## config.mk

```make
export PLATFORM = sky130hd
export DESIGN_NAME = pos_tx_sink
export DESIGN_NICKNAME = d
export VERILOG_FILES = /design/src/rtl/pos_sink_pkg.sv /design/src/rtl/pos_sink_capture.sv /design/src/rtl/pos_sink_parity.sv /design/src/rtl/pos_sink_frame.sv /design/src/rtl/pos_tx_sink.sv
export SDC_FILE = /design/constraint.sdc
export NUM_CORES = 1
export LEC_CHECK = 0
export BUFFER_PORTS_ARGS = -buffer_cell sky130_fd_sc_hd__buf_2
export CORE_MARGIN = 5
export CORE_UTILIZATION = 44
export CTS_BUF_LIST = sky130_fd_sc_hd__clkbuf_4
export CTS_CLUSTER_SIZE = 10
export DETAILED_ROUTE_END_ITERATION = 16
export PLACE_DENSITY_LB_ADDON = 0.25
export SLEW_MARGIN = 20
export SYNTH_ARGS = -nofsm -noshare
export SYNTH_HDL_FRONTEND = slang
export SYNTH_SLANG_ARGS = --single-unit
export TNS_END_PERCENT = 30
```

## constraint.sdc

```tcl
create_clock -name clk -period 2.15 [get_ports clk]
set_input_delay 0.3225 -clock clk [delete_from_list [all_inputs] [get_ports clk]]
set_output_delay 0.3225 -clock clk [all_outputs]
set_load 0.05 [all_outputs]
```

## src/rtl/pos_sink_pkg.sv

```systemverilog
package pos_sink_pkg;
  localparam int LANES  = 4;
  localparam int LANE_W = 8;
  localparam int BUS_W  = LANES * LANE_W;
  localparam int MOD_W  = $clog2(LANES);

  typedef struct packed {
    logic             wide;
    logic             even;
    logic [LANES-1:0] vld;
    logic [LANES-1:0] qual;
    logic [LANES-1:0] sop;
    logic [LANES-1:0] eop;
    logic [LANES-1:0] err;
    logic [LANES-1:0] par;
    logic [MOD_W-1:0] mod;
    logic [BUS_W-1:0] dat;
  } stage_t;
endpackage

```

## src/rtl/pos_sink_capture.sv

```systemverilog
module pos_sink_capture
  import pos_sink_pkg::*;
(
  input  logic   clk,
  input  logic   rst_n,
  input  stage_t d,
  output stage_t q
);
  stage_t q_nxt;

  always_comb q_nxt = d;

  always_ff @(posedge clk or negedge rst_n) begin
    if (!rst_n) q <= '0;
    else        q <= q_nxt;
  end
endmodule

```

## src/rtl/pos_sink_parity.sv

```systemverilog
module pos_sink_parity #(
  parameter int W = 8
) (
  input  logic         even,
  input  logic         qual,
  input  logic [W-1:0] dat,
  input  logic         par,
  output logic         err
);
  logic ones_odd;

  always_comb begin
    ones_odd = ^{dat, par};
    err      = qual & (even ? ones_odd : ~ones_odd);
  end
endmodule

```

## src/rtl/pos_sink_frame.sv

```systemverilog
module pos_sink_frame (
  input  logic clk,
  input  logic rst_n,
  input  logic vld,
  input  logic sop,
  input  logic eop,
  output logic frm_err
);
  logic open_q, open_d;

  always_comb begin
    open_d = open_q;
    if (vld) open_d = (open_q | sop) & ~eop;
    // stray word when closed without sop, or sop while open
    frm_err = vld & (open_q == sop);
  end

  always_ff @(posedge clk or negedge rst_n) begin
    if (!rst_n) open_q <= 1'b0;
    else        open_q <= open_d;
  end
endmodule

```

## src/rtl/pos_tx_sink.sv

```systemverilog
module pos_tx_sink
  import pos_sink_pkg::*;
(
  input  logic             clk,
  input  logic             rst_n,
  input  logic             cfg_wide,
  input  logic             cfg_even,
  input  logic [LANES-1:0] wen_n,
  input  logic [LANES-1:0] psel,
  input  logic [BUS_W-1:0] tx_dat,
  input  logic [LANES-1:0] tx_sop,
  input  logic [LANES-1:0] tx_eop,
  input  logic [LANES-1:0] tx_err,
  input  logic [LANES-1:0] tx_par,
  input  logic [MOD_W-1:0] tx_mod,
  input  logic             perr_clr,
  output logic [BUS_W-1:0] out_dat,
  output logic [LANES-1:0] out_vld,
  output logic [LANES-1:0] out_sop,
  output logic [LANES-1:0] out_eop,
  output logic [LANES-1:0] out_err,
  output logic [MOD_W-1:0] out_mod,
  output logic [LANES-1:0] out_perr,
  output logic [LANES-1:0] out_perr_hold,
  output logic [LANES-1:0] out_frm
);
  // reset: asserted at once, released on the clock
  logic [1:0] rsync_q;
  logic       rst_int;

  always_ff @(posedge clk or negedge rst_n) begin
    if (!rst_n) rsync_q <= 2'b00;
    else        rsync_q <= {rsync_q[0], 1'b1};
  end
  assign rst_int = rsync_q[1];

  // input stage
  stage_t cap_d, st;

  always_comb begin
    cap_d.wide = cfg_wide;
    cap_d.even = cfg_even;
    cap_d.vld  = ~wen_n;
    cap_d.qual = ~wen_n | psel;
    cap_d.sop  = tx_sop;
    cap_d.eop  = tx_eop;
    cap_d.err  = tx_err;
    cap_d.par  = tx_par;
    cap_d.mod  = tx_mod;
    cap_d.dat  = tx_dat;
  end

  pos_sink_capture u_cap (.clk(clk), .rst_n(rst_int), .d(cap_d), .q(st));

  // parity domains
  logic             perr_wide;
  logic [LANES-1:0] perr_lane;

  pos_sink_parity #(.W(BUS_W)) u_par_wide (
    .even(st.even), .qual(st.qual[0]), .dat(st.dat), .par(st.par[0]),
    .err(perr_wide)
  );

  // per-channel qualification
  logic [LANES-1:0] ch_vld, ch_sop, ch_eop, ch_err, ch_perr;

  for (genvar g = 0; g < LANES; g++) begin : g_lane
    pos_sink_parity #(.W(LANE_W)) u_par (
      .even(st.even), .qual(st.qual[g]),
      .dat(st.dat[g*LANE_W +: LANE_W]), .par(st.par[g]),
      .err(perr_lane[g])
    );

    if (g == 0) begin : g_head
      assign ch_vld[g]  = st.vld[g];
      assign ch_perr[g] = st.wide ? perr_wide : perr_lane[g];
    end else begin : g_tail
      assign ch_vld[g]  = st.vld[g] & ~st.wide;
      assign ch_perr[g] = perr_lane[g] & ~st.wide;
    end

    assign ch_sop[g] = ch_vld[g] & st.sop[g];
    assign ch_eop[g] = ch_vld[g] & st.eop[g];
    assign ch_err[g] = ch_eop[g] & st.err[g];

    pos_sink_frame u_frm (
      .clk(clk), .rst_n(rst_int), .vld(ch_vld[g]),
      .sop(st.sop[g]), .eop(st.eop[g]), .frm_err(out_frm[g])
    );
  end

  always_comb begin
    out_dat  = st.dat;
    out_vld  = ch_vld;
    out_sop  = ch_sop;
    out_eop  = ch_eop;
    out_err  = ch_err;
    out_perr = ch_perr;
    out_mod  = (st.wide & ch_eop[0]) ? st.mod : '0;
  end

  // sticky parity status, set dominates clear
  logic [LANES-1:0] hold_q, hold_d;

  always_comb hold_d = (hold_q & ~{LANES{perr_clr}}) | ch_perr;

  always_ff @(posedge clk or negedge rst_int) begin
    if (!rst_int) hold_q <= '0;
    else          hold_q <= hold_d;
  end

  assign out_perr_hold = hold_q;
endmodule

```

Yosys cells after proc, flatten, opt, wreduce, memory -nomap -nowiden. Index checks and enable logic that the tools add are counted.

Bits in registers: 70. Input bits: 63. Output and inout bits: 62.

Equality and inequality tests: 4. Mux-type cells: 7. Bitwise logic cells: 51. Reduce and logical (&&, ||, !) cells: 5.

Operators with widths (count): 9-bit parity (4); 33-bit parity (1); 1-bit bitwise AND (32); 1-bit inverter (10); 4-bit inverter (2); 4-bit bitwise OR (2); 1-bit two-way mux (6); 4-bit bitwise AND (1); 1-bit equality test (4); 1-bit bitwise OR (4); 2-bit two-way mux (1).

Depth between registers and ports, before layout.
Word-level depth: 6. Depth in mapped cells: 6. Gate-level depth less buffers: 6.

Modules after synthesis. From an unflattened synthesis, not the netlist that was laid out.

Cell total of the unflattened synthesis: 198. Area total of the unflattened synthesis: 2845.2 sq um.

Modules (own cells, without submodules): pos_sink_capture (instances 1, cells each 60, area each 1501.4 sq um); pos_tx_sink (instances 1, cells each 41, area each 382.9 sq um); pos_sink_parity (g_lane[0].u_par ...) (instances 4, cells each 9, area each 90.1 sq um); pos_sink_parity (u_par_wide) (instances 1, cells each 33, area each 310.3 sq um); pos_sink_frame (instances 4, cells each 7, area each 72.6 sq um).

Worst setup path after synthesis. Ideal clock, no wire load.

Kind: reg-to-output. Start: register u_cap.q[20] in the netlist's numbering. End: output port out_perr[2]. Data arrival time: 2.554 ns. Required time: 1.827 ns. Path slack: -0.727 ns. Cell stages (with the launch flop): 6. Path through: dfrtp_1 > xnor2_1 > xnor2_1 > xnor2_1 > nor2_1 > nor4bb_1.

Cells in the longest elaborated chain, start to end: 5.

RTL lines: from (decl) (line pos_sink_capture.sv:7) `output stage_t q`; from (signal assigned) (line pos_sink_capture.sv:15) `else q <= q_nxt;`; 9-bit parity * (line pos_sink_parity.sv:13) `ones_odd = ^{dat, par};`; 1-bit inverter (line pos_sink_parity.sv:14) `err = qual & (even ? ones_odd : ~ones_odd);`; 1-bit two-way mux * (line pos_sink_parity.sv:14); 1-bit bitwise AND * (line pos_sink_parity.sv:14); 1-bit bitwise AND * (line pos_tx_sink.sv:79) `assign ch_perr[g] = perr_lane[g] & ~st.wide;`; to (decl) (line pos_tx_sink.sv:23) `output logic [LANES-1:0] out_perr,`.

Mark *: on every way between the ends. The rest lies on a longest branch, timed or not.

Worst setup path in the final report.
Start: register u_cap.q[16] in the netlist's numbering. End: output port out_perr[0].

Cells in the longest elaborated chain, start to end: 5.

RTL lines: 33-bit parity * (line pos_sink_parity.sv:13); 1-bit inverter (line pos_sink_parity.sv:14); 1-bit two-way mux * (line pos_sink_parity.sv:14); 1-bit bitwise AND * (line pos_sink_parity.sv:14); 1-bit two-way mux * (line pos_tx_sink.sv:76) `assign ch_perr[g] = st.wide ? perr_wide : perr_lane[g];`.

Marks and branches as above.

==> reports/qor.csv <==
metric;value;unit
die_y;89.5;microns
layout_common_cells;120 x buf_2, 68 x dfrtp_1, 43 x dlygate4sd3_1;
grt_max_degree;36;
finalWorstSetupSlack;-536;ps
row_count;29;
vias_per_cell;4.26;
yosys_warnings;0;
worstSetupPathType;reg2out;
nNetsFinal;428;
yosys.area_share.simple;0.0788;
reg2reg_from;u_cap.q[16];
synthCells;216;
fin_crit;2690;ps
cp_data_required_time;1830;ps
die_area;0.00801;sq mm
dr.first_iter.drc_count;15;
hold_violations;0;
synth_xor_area_frac;0.121;
synth_edf_count;0;
final_layout_size_suffix_gt1_frac;0.423;
numClockSinks;70;
reg2regPathDepth;6;
finClkSkew;8.22;ps
cts_buffers;9;
p_leak;0.00203;uW
wl;5640;microns
cp.arrival;2360;ps
antenna_cells;0;
synthArstFlopShare;1.00;
cap_violations;0;
via_count;1887;
dieWidth;89.5;microns
worst_pin_slew;717;ps
reg2reg_slack;280;ps
cts_root_buf;clkbuf_4;
n_fill_cell;514;
cp-end-kind;primary output;
drt_first_pass_iters;4;
worstHoldPathType;in2reg;
place_hpwl;4020;microns
synth-compound-area-share;0.0185;
rsz0062_at_grt;true;
muxShareOfSynthArea;0;
cts_tree;yes;
coreArea;0.00624;sq mm
synth_area_per_cell;12.9;sq um
synth-main-ff-cell;dfrtp_1;
numPortBuffers;124;
critPathLaunch;u_cap.q[16];
syn_nets;283;
max-vdd-ir-drop;521;uV
crit_path_end;out_perr[0];
grt_pass1_vias;1942;
synth_top_family_by_area;buffers and inverters;
cellPowerDensity;858;mW/mm^2
ys_ff_latch;70;
seq_area_frac_synth;0.630;
layout_commonest_cell;buf_2;
syn2layout_area_growth;39.8;%
critPathMaxFanout;2;
failed_checks;negative setup slack;
fmax;372;MHz
slew_violations;0;
yosysUniqueCellTypes;24;
critPathLaunchType;register;
dp_cells;381;
synthAdderAreaFrac;0.0180;
cts_max_level;3;
wl_per_cell;12.7;microns
floorplan.initialDensity;0.445;
dpl_worst_slack;-228;ps
ant_nets;0;
clk_latency;400;ps
regToRegEndpoint;out_perr_hold[0];
stdcell_count;443;
grtUsageTotal;0.149;
clk_pin_slew;120;ps
place.gp.congestion;0.690;
ios;125;
setup_viol;4;
drc;0;
grt_pass1_wl;8620;microns
max-clock-path-buffers;2;
syn-cell-area;0.00278;sq mm
relSlewSlack;0.522;
min_period_over_period;1.25;
outcome;complete, but fails checks;
grt_antenna_before_repair;0;
grt_overflow_total;0;
## worst max-delay path, cell delays in order (launching register included)
cell	delay, ps
dfrtp_1	420
xnor2_2	160
xnor2_1	190
xnor2_1	180
xnor3_1	480
a211o_1	300
nand2_1	80
buf_6	160
## cell type report
cell class	count	area, sq um	share of cell area
clock inverters	7	65.1	0.0167
well taps	77	96.3	0.0248
repair buffers	175	1140	0.294
inverters	17	63.8	0.0164
clock buffers	9	67.6	0.0174
flip-flops and latches	70	1750	0.451
multi-input cells	88	696	0.179
## state kept, by name (all words and copies together), names as in the netlist
| signal | cells |
|---|---|
| g_lane.u_frm.open_q | 4 |
| out_perr_hold | 4 |
| u_cap.q | 60 |
| rsync_q | 2 |
## layer usage
| metal | part of all wire | global-route usage |
|---|---|---|
| met1 | 0.38 | 0.166 |
| met2 | 0.51 | 0.251 |
| met5 | 0 | 0 |
| met4 | 0.018 | 0.0771 |
| met3 | 0.095 | 0.0498 |
## through the flow
| step | hold slack (ps) | total power [uW] | TNS [ps] | area, sq um | util |
|---|---|---|---|---|---|
| 2_1_floorplan | 26.9 | 2230 | -778 | 2800 | - |
| 3_3_place_gp | 109 | 2420 | -199 | 3260 | 0.523 |
| 3_5_place_dp | 109 | 2430 | -228 | 3260 | 0.523 |
| 4_1_cts | 0.0971 | 3330 | -1600 | 3800 | 0.609 |
| 5_1_grt | 0.885 | 3510 | -2010 | 3890 | 0.623 |
| 6_report | 24.3 | 3340 | -1320 | 3890 | 0.623 |
## synth_stat cells (2+ instances only)
cell	count	share of area
dfrtp_1	70	0.63
buf_4	40	0.11
xnor2_1	30	0.095
inv_1	17	0.023
nor2_1	8	0.011
nand2b_1	7	0.016
and3_1	6	0.014
and2_1	5	0.011
ha_1	4	0.018
nand2_1	4	0.0054
o21ai_0	4	0.0072
xor2_1	4	0.013
a21o_1	3	0.0081
or3_1	3	0.0068
nor3b_1	2	0.0054
## power by group
group          internal [uW]  switching [uW]
clock network            346             450
logic                    432             631
registers               1410            65.1
## worst min-delay path by stage
| stage | startpoint | endpoint | slack, ps | depth (start not counted) |
|---|---|---|---|---|
| after floorplan | rst_n | rsync_q[0] | 30 | 0 |
| after global placement | rst_n | rsync_q[0] | 110 | 1 |
| after detailed placement | rst_n | rsync_q[0] | 110 | 1 |
| after CTS | tx_par[1] | u_cap.q[35] | 0.1 | 1 |
| after global routing | tx_mod[1] | u_cap.q[33] | 0.9 | 1 |
| final | tx_dat[4] | u_cap.q[4] | 20 | 1 |
## kinds of logic (layout without fill, tap and decap cells)
kind of cell,Yosys count,count (layout)
DFF,70,70
other,1,1
adders and majority gates,4,4
buffers and inverters,58,208
and+or+nand+nor,39,39
xor gates and xnor gates,36,36
AOI/OAI and AO/OA,8,8
## what timing repair did
| item | 4_1_cts | 5_1_grt |
|---|---|---|
| gates cloned | 0 | 0 |
| endpoints found under the setup margin | 4 | 7 |
| gates resized for setup | 7 | 3 |
| pin swaps | 11 | 2 |
| hold buffers | 37 | 6 |
| endpoints found under the hold margin | 38 | 6 |
| setup buffers | 2 | 1 |
(Power assumes the default switching activity.)
